File: src/rtl/xhs_pkg.sv
package xhs_pkg;

  // Sequencer phases
  typedef enum logic [1:0] {
    ST_IDLE = 2'd0,  // channel not armed
    ST_WREQ = 2'd1,  // armed, waiting for a sampled request
    ST_BUS  = 2'd2,  // access requested, waiting for grant
    ST_ACK  = 2'd3   // strobe / acknowledge window
  } xhs_state_e;

  localparam int unsigned NUM_DESC = 2;

  // Pin compared against its programmed active level.
  function automatic logic pin_active(input logic pin, input logic high);
    return pin == high;
  endfunction

  // Internal active-high value mapped onto a pin of given polarity.
  function automatic logic pin_drive(input logic on, input logic high);
    return high ? on : ~on;
  endfunction

endpackage

File: src/rtl/xhs_req_sense.sv
module xhs_req_sense (
  input  logic clk,
  input  logic rst_n,
  input  logic dreq_pin,
  input  logic deot_pin,
  input  logic cfg_edge,
  input  logic cfg_req_high,
  input  logic cfg_tc_drive,
  input  logic cfg_tc_high,
  input  logic window,
  output logic req_hit,
  output logic eot_hit
);
  import xhs_pkg::*;

  logic req_now;
  logic req_prev;
  logic req_rise;

  assign req_now  = pin_active(dreq_pin, cfg_req_high);
  assign req_rise = req_now & ~req_prev;

  // History bit follows the pin every cycle, so an edge is judged
  // against the previous cycle regardless of the window.
  always_ff @(posedge clk or negedge rst_n) begin
    if (!rst_n) req_prev <= 1'b0;
    else        req_prev <= req_now;
  end

  assign req_hit = window & (cfg_edge ? req_rise : req_now);
  assign eot_hit = ~cfg_tc_drive & pin_active(deot_pin, cfg_tc_high);

endmodule

File: src/rtl/xhs_desc_bank.sv
module xhs_desc_bank #(
  parameter int ADDR_W = 32,
  parameter int CNT_W  = 16
) (
  input  logic              clk,
  input  logic              rst_n,
  input  logic              wr_en,
  input  logic              wr_idx,
  input  logic [ADDR_W-1:0] wr_addr,
  input  logic [CNT_W-1:0]  wr_cnt,
  input  logic              flip,
  output logic [ADDR_W-1:0] cur_addr,
  output logic [CNT_W-1:0]  cur_cnt,
  output logic [ADDR_W-1:0] nxt_addr,
  output logic [CNT_W-1:0]  nxt_cnt,
  output logic              sel
);
  import xhs_pkg::*;

  logic [ADDR_W-1:0] ent_addr [NUM_DESC];
  logic [CNT_W-1:0]  ent_cnt  [NUM_DESC];

  for (genvar g = 0; g < NUM_DESC; g++) begin : g_ent
    always_ff @(posedge clk or negedge rst_n) begin
      if (!rst_n) begin
        ent_addr[g] <= '0;
        ent_cnt[g]  <= '0;
      end else if (wr_en && (wr_idx == 1'(g))) begin
        ent_addr[g] <= wr_addr;
        ent_cnt[g]  <= wr_cnt;
      end
    end
  end

  always_ff @(posedge clk or negedge rst_n) begin
    if (!rst_n)    sel <= 1'b0;
    else if (flip) sel <= ~sel;
  end

  assign cur_addr = ent_addr[sel];
  assign cur_cnt  = ent_cnt[sel];
  assign nxt_addr = ent_addr[~sel];
  assign nxt_cnt  = ent_cnt[~sel];

endmodule

File: src/rtl/xhs_xfer_seq.sv
module xhs_xfer_seq #(
  parameter int ADDR_W = 32,
  parameter int CNT_W  = 16,
  parameter int WAIT_W = 4
) (
  input  logic              clk,
  input  logic              rst_n,
  input  logic              start,
  input  logic              cfg_word,
  input  logic              cfg_rollover,
  input  logic [WAIT_W-1:0] cfg_wait,
  input  logic [ADDR_W-1:0] cur_addr,
  input  logic [CNT_W-1:0]  cur_cnt,
  input  logic [ADDR_W-1:0] nxt_addr,
  input  logic [CNT_W-1:0]  nxt_cnt,
  input  logic              req_hit,
  input  logic              eot_hit,
  input  logic              bus_gnt,
  output logic              window,
  output logic              bus_req,
  output logic [ADDR_W-1:0] bus_addr,
  output logic              dack_on,
  output logic              last_on,
  output logic              xfer_end,
  output logic              blk_end,
  output logic              flip,
  output logic              irq,
  output logic              stat_limit,
  output logic              stat_eot
);
  import xhs_pkg::*;

  localparam logic [CNT_W-1:0] STEP_B = CNT_W'(1);
  localparam logic [CNT_W-1:0] STEP_W = CNT_W'(4);

  // Bytes moved per access.
  function automatic logic [CNT_W-1:0] step_of(input logic word);
    return word ? STEP_W : STEP_B;
  endfunction

  // True when this access uses up what remains.
  function automatic logic is_final(input logic [CNT_W-1:0] left, input logic word);
    return left <= step_of(word);
  endfunction

  // Remaining count after one access, saturating at zero.
  function automatic logic [CNT_W-1:0] left_after(input logic [CNT_W-1:0] left,
                                                  input logic word);
    return is_final(left, word) ? '0 : left - step_of(word);
  endfunction

  xhs_state_e        st;
  logic [CNT_W-1:0]  cnt;
  logic [ADDR_W-1:0] addr;
  logic [WAIT_W-1:0] wcnt;
  logic              last_q;
  logic              eot_q;
  logic [CNT_W-1:0]  cnt_left;
  logic [ADDR_W-1:0] addr_next;

  assign cnt_left  = left_after(cnt, cfg_word);
  assign addr_next = addr + ADDR_W'(step_of(cfg_word));

  assign bus_req  = (st == ST_BUS);
  assign bus_addr = addr;
  assign dack_on  = (st == ST_ACK);
  assign last_on  = dack_on & last_q;
  assign xfer_end = dack_on & (wcnt == '0);
  assign blk_end  = xfer_end & last_q;
  assign flip     = blk_end & cfg_rollover;
  // Request is looked at while waiting, or in the release cycle of a
  // non-final strobe so a held request chains without a gap.
  assign window   = (st == ST_WREQ) | (xfer_end & ~last_q);

  always_ff @(posedge clk or negedge rst_n) begin
    if (!rst_n) begin
      st         <= ST_IDLE;
      cnt        <= '0;
      addr       <= '0;
      wcnt       <= '0;
      last_q     <= 1'b0;
      eot_q      <= 1'b0;
      irq        <= 1'b0;
      stat_limit <= 1'b0;
      stat_eot   <= 1'b0;
    end else begin
      irq <= 1'b0;
      unique case (st)
        ST_IDLE: begin
          if (start) begin
            cnt        <= cur_cnt;
            addr       <= cur_addr;
            stat_limit <= 1'b0;
            stat_eot   <= 1'b0;
            st         <= ST_WREQ;
          end
        end
        ST_WREQ: begin
          if (req_hit) begin
            last_q <= is_final(cnt, cfg_word) | eot_hit;
            eot_q  <= eot_hit;
            st     <= ST_BUS;
          end
        end
        ST_BUS: begin
          if (bus_gnt) begin
            wcnt <= cfg_wait;
            st   <= ST_ACK;
          end
        end
        ST_ACK: begin
          if (wcnt != '0) begin
            wcnt <= wcnt - WAIT_W'(1);
          end else if (last_q) begin
            irq        <= 1'b1;
            stat_limit <= (cnt_left == '0);
            stat_eot   <= eot_q;
            last_q     <= 1'b0;
            eot_q      <= 1'b0;
            if (cfg_rollover) begin
              cnt  <= nxt_cnt;
              addr <= nxt_addr;
              st   <= ST_WREQ;
            end else begin
              cnt  <= cnt_left;
              addr <= addr_next;
              st   <= ST_IDLE;
            end
          end else begin
            cnt  <= cnt_left;
            addr <= addr_next;
            if (req_hit) begin
              last_q <= is_final(cnt_left, cfg_word) | eot_hit;
              eot_q  <= eot_hit;
              st     <= ST_BUS;
            end else begin
              st <= ST_WREQ;
            end
          end
        end
        default: st <= ST_IDLE;
      endcase
    end
  end

endmodule

File: src/rtl/xhs_dma_chan.sv
module xhs_dma_chan #(
  parameter int ADDR_W = 32,
  parameter int CNT_W  = 16,
  parameter int WAIT_W = 4
) (
  input  logic              clk,
  input  logic              rst_n,
  input  logic              cfg_edge,
  input  logic              cfg_req_high,
  input  logic              cfg_ack_high,
  input  logic              cfg_tc_drive,
  input  logic              cfg_tc_high,
  input  logic              cfg_word,
  input  logic              cfg_write,
  input  logic              cfg_rollover,
  input  logic [WAIT_W-1:0] cfg_wait,
  input  logic              desc_we,
  input  logic              desc_idx,
  input  logic [ADDR_W-1:0] desc_addr,
  input  logic [CNT_W-1:0]  desc_cnt,
  input  logic              start,
  input  logic              dreq,
  input  logic              deot_in,
  input  logic              bus_gnt,
  output logic              dack,
  output logic              tc_out,
  output logic              tc_oe,
  output logic              bus_req,
  output logic              bus_write,
  output logic              bus_size,
  output logic [ADDR_W-1:0] bus_addr,
  output logic              irq,
  output logic              stat_limit,
  output logic              stat_eot,
  output logic              active_desc
);
  import xhs_pkg::*;

  // Named internal events, visible to the bound checker.
  logic              window;
  logic              req_hit;
  logic              eot_hit;
  logic              dack_on;
  logic              last_on;
  logic              xfer_end;
  logic              blk_end;
  logic              flip;
  logic [ADDR_W-1:0] cur_addr;
  logic [CNT_W-1:0]  cur_cnt;
  logic [ADDR_W-1:0] nxt_addr;
  logic [CNT_W-1:0]  nxt_cnt;

  xhs_req_sense u_sense (
    .clk          (clk),
    .rst_n        (rst_n),
    .dreq_pin     (dreq),
    .deot_pin     (deot_in),
    .cfg_edge     (cfg_edge),
    .cfg_req_high (cfg_req_high),
    .cfg_tc_drive (cfg_tc_drive),
    .cfg_tc_high  (cfg_tc_high),
    .window       (window),
    .req_hit      (req_hit),
    .eot_hit      (eot_hit)
  );

  xhs_desc_bank #(.ADDR_W(ADDR_W), .CNT_W(CNT_W)) u_bank (
    .clk      (clk),
    .rst_n    (rst_n),
    .wr_en    (desc_we),
    .wr_idx   (desc_idx),
    .wr_addr  (desc_addr),
    .wr_cnt   (desc_cnt),
    .flip     (flip),
    .cur_addr (cur_addr),
    .cur_cnt  (cur_cnt),
    .nxt_addr (nxt_addr),
    .nxt_cnt  (nxt_cnt),
    .sel      (active_desc)
  );

  xhs_xfer_seq #(.ADDR_W(ADDR_W), .CNT_W(CNT_W), .WAIT_W(WAIT_W)) u_seq (
    .clk          (clk),
    .rst_n        (rst_n),
    .start        (start),
    .cfg_word     (cfg_word),
    .cfg_rollover (cfg_rollover),
    .cfg_wait     (cfg_wait),
    .cur_addr     (cur_addr),
    .cur_cnt      (cur_cnt),
    .nxt_addr     (nxt_addr),
    .nxt_cnt      (nxt_cnt),
    .req_hit      (req_hit),
    .eot_hit      (eot_hit),
    .bus_gnt      (bus_gnt),
    .window       (window),
    .bus_req      (bus_req),
    .bus_addr     (bus_addr),
    .dack_on      (dack_on),
    .last_on      (last_on),
    .xfer_end     (xfer_end),
    .blk_end      (blk_end),
    .flip         (flip),
    .irq          (irq),
    .stat_limit   (stat_limit),
    .stat_eot     (stat_eot)
  );

  assign dack      = pin_drive(dack_on, cfg_ack_high);
  assign tc_out    = pin_drive(last_on, cfg_tc_high);
  assign tc_oe     = cfg_tc_drive;
  assign bus_write = cfg_write;
  assign bus_size  = cfg_word;

endmodule

File: config.mk
export PLATFORM = sky130hd
export DESIGN_NAME = xhs_dma_chan
export DESIGN_NICKNAME = d
export VERILOG_FILES = /design/src/rtl/xhs_pkg.sv /design/src/rtl/xhs_req_sense.sv /design/src/rtl/xhs_desc_bank.sv /design/src/rtl/xhs_xfer_seq.sv /design/src/rtl/xhs_dma_chan.sv
export SDC_FILE = /design/constraint.sdc
export NUM_CORES = 1
export LEC_CHECK = 0
export BUFFER_PORTS_ARGS = -buffer_cell sky130_fd_sc_hd__buf_2
export CORE_MARGIN = 2
export CORE_UTILIZATION = 40
export DETAILED_ROUTE_END_ITERATION = 8
export HOLD_SLACK_MARGIN = 0.15
export SKIP_LAST_GASP = 1
export SYNTH_ARGS = -nofsm -noshare
export SYNTH_HDL_FRONTEND = slang
export SYNTH_SLANG_ARGS = --single-unit
File: constraint.sdc
create_clock -name clk -period 5.2 [get_ports clk]
set_input_delay 1.3 -clock clk [delete_from_list [all_inputs] [get_ports clk]]
set_output_delay 1.3 -clock clk [all_outputs]
set_load 0.02 [all_outputs]
==> flow_summary.json <==
{
  "outcome": "finished, final reports clean",
  "crit_path_max_fanout": 6,
  "final_common_cell": "dfrtp_1",
  "r2r_setup_slack_ps": 2010,
  "drv_slew": 0,
  "antenna_found_initial": 0,
  "grt_usage": 0.211,
  "grt_pass1_wl_um": 40300,
  "leakagePower_nw": 4.52,
  "synthToLayoutAreaGrowth_pct": 14.8,
  "drive_gt1_frac": 0.296,
  "cts_sinks": 157,
  "hold_class": "reg -> reg",
  "cts.clk_slew.worst_paths_ps": 60,
  "finalClockSkew_ps": 8.43,
  "cts_resized": 0,
  "ctsHtreeMaxLevel": 4,
  "synth_nets": 981,
  "synth-edff-count": 0,
  "worst_slack_ps": 1330,
  "first_pass_iters": 5,
  "fin_tns_setup_ps": 0,
  "ys.flop_type": "dfrtp_1",
  "avgRoutedWirePerCell_um": 19.4,
  "worstPathRequired_ps": 5500,
  "yosys_warnings": 0,
  "cts_setup_buffers": 0,
  "crit_type": "in -> reg",
  "drc": 0,
  "hold_viol_final": 0,
  "viasPerCell": 5.88,
  "dieArea_mm2": 0.0240,
  "first_global_vias": 7385,
  "dp_hpwl_um": 16900,
  "num_rows": 55,
  "cts_tree": "built",
  "min_period_ps": 3870,
  "start_util": 0.405,
  "netlist_area_mm2": 0.00912,
  "maxCapViolCount": 0,
  "ir_drop_mv": 0.245,
  "setup_viol": 0,
  "arrival_ps": 4180,
  "clkLatencyLatePin_ps": 430,
  "utilization": 0.465,
  "diodes": 0,
  "wl_um": 24900,
  "finalCritPeriodShare": 0.745,
  "io_buffers": 107,
  "relSlewSlack": 0.226,
  "max-clock-path-buffers": 2,
  "synthArstFlopShare": 1.00,
  "fmax_mhz": 258,
  "grt_max_degree": 90,
  "syn-mean-instance-area_um2": 10.1,
  "cp-start-kind": "input pin",
  "cts_buffers": 17,
  "antenna_left": 0,
  "power_density_mw_per_mm2": 562,
  "drtIter0Drc": 483,
  "ctsHoldBuffers": 0,
  "pre_cts_ws_ps": 926,
  "fin_nets": 1058,
  "hold_ws_ps": 483,
  "die_x_um": 155,
  "end_kind": "flip-flop",
  "core-area_mm2": 0.0225,
  "synth_cells": 904,
  "root_buffer": "clkbuf_16",
  "synth_cell_types": 77,
  "gp_congestion": 0.862,
  "gr-total-overflow": 0,
  "ios": 110,
  "yosysSeqAreaShare": 0.431,
  "rsz0062_at_grt": "no",
  "final_cell_mix": "dfrtp_1 (156), mux2_2 (111), buf_2 (106)",
  "ys_seq_elements": 157,
  "die_h_um": 155,
  "tightest_slew_ps": 1160,
  "vias": 7521
}
[cells by family after synthesis]
logic type	Yosys count	synth area share
DFF	157	0.431
adders and majority gates	9	0.0124
muxes	151	0.181
xor gates and xnor gates	15	0.0144
buffers and inverters	80	0.0376
and+or+nand+nor	227	0.129
AOI/OAI and AO/OA	265	0.194
[cells in the mapped netlist (4+ instances only)]
library cell	count	share of area
o32a_1	6	0.0066
inv_1	18	0.0074
xnor2_1	7	0.0067
nand2_1	59	0.024
dfrtp_1	157	0.43
buf_2	16	0.0088
nor2b_1	5	0.0034
a22o_1	5	0.0048
ha_1	9	0.012
a221oi_1	13	0.012
nand4_1	6	0.0041
o22ai_1	18	0.012
nand3_1	22	0.012
a211oi_1	10	0.0082
o221ai_1	18	0.017
buf_4	4	0.0033
or3_1	4	0.0027
nand2b_1	6	0.0041
nor3_1	17	0.0093
a31oi_1	15	0.010
and2_1	9	0.0062
mux2_2	111	0.14
and3_1	5	0.0034
xor2_1	8	0.0077
nor4_1	5	0.0034
a21oi_1	57	0.031
o21ai_0	67	0.037
buf_1	10	0.0041
mux2i_1	40	0.044
clkbuf_1	30	0.012
nor2_1	61	0.025
o31ai_1	18	0.015
[layout make-up]
cell class,count,area (µm²)
fill,2100,12000
multi-input combinational,667,4860
sequential,157,3930
timing repair buffer,119,644
clock buffer,20,457
tap,285,357
clock inverter,12,139
inverter,19,71.3
[state kept, by name (all words and copies together), names as in the netlist, 2 cells and up]
register and count:
u_bank.ent_addr 64, u_bank.ent_cnt 32, u_seq.bus_addr 32, u_seq.cnt 16, u_seq.st 2, u_seq.wcnt 4
[final timing paths]
path,from,to,cells past startpoint
worst max-delay path,cfg_word,u_seq.last_q,15
worst min-delay path,u_seq.eot_q,u_seq.stat_eot,2
worst max register to register,u_seq.st[1],u_seq.bus_addr[17],6
worst min register to register,u_seq.eot_q,u_seq.stat_eot,2
max in group asynchronous,rst_n,u_bank.ent_addr[4],2
min in group asynchronous,rst_n,u_seq.wcnt[1],1
[metrics by stage]
step / cell area [µm²] / power [W] / std cells
finish: 10500 / 0.00588 / 1279
detailed placement: 9870 / 0.00460 / 1247
global placement: 9870 / 0.00455 / 1247
floorplan: 9120 / 0.00382 / 904
CTS: 10500 / 0.00588 / 1279
global route: 10500 / 0.00628 / 1279
[where the power goes]
group          leakage, nW  switching [W]  internal (W)
Combinational         2.39        0.00155       0.00103
Sequential            1.85       0.000480       0.00155
Clock                0.279       0.000538      0.000736
[metal layers]
layer  part of all wire  global-route usage  wire length, µm  vias to the layer above
li1                   -                   -                -                     3570
met1               0.46               0.288            11500                     3742
met2               0.48               0.346            11900                      184
met3              0.045              0.0387             1120                       25
met4              0.013              0.0560              335                        0
met5                  0                   0                0                        -
[critical path: stages]
cell and delay, ps:
buf_2 120, inv_1 200, ha_1 240, ha_1 220
and2b_2 270, o22a_1 260, nor3_2 390, nor2_1 130
ha_1 330, nor2b_1 120, o21ai_0 70, nand3_1 100
o21ai_0 90, a211oi_1 240, o31ai_1 100
(Power assumes the default switching activity.)
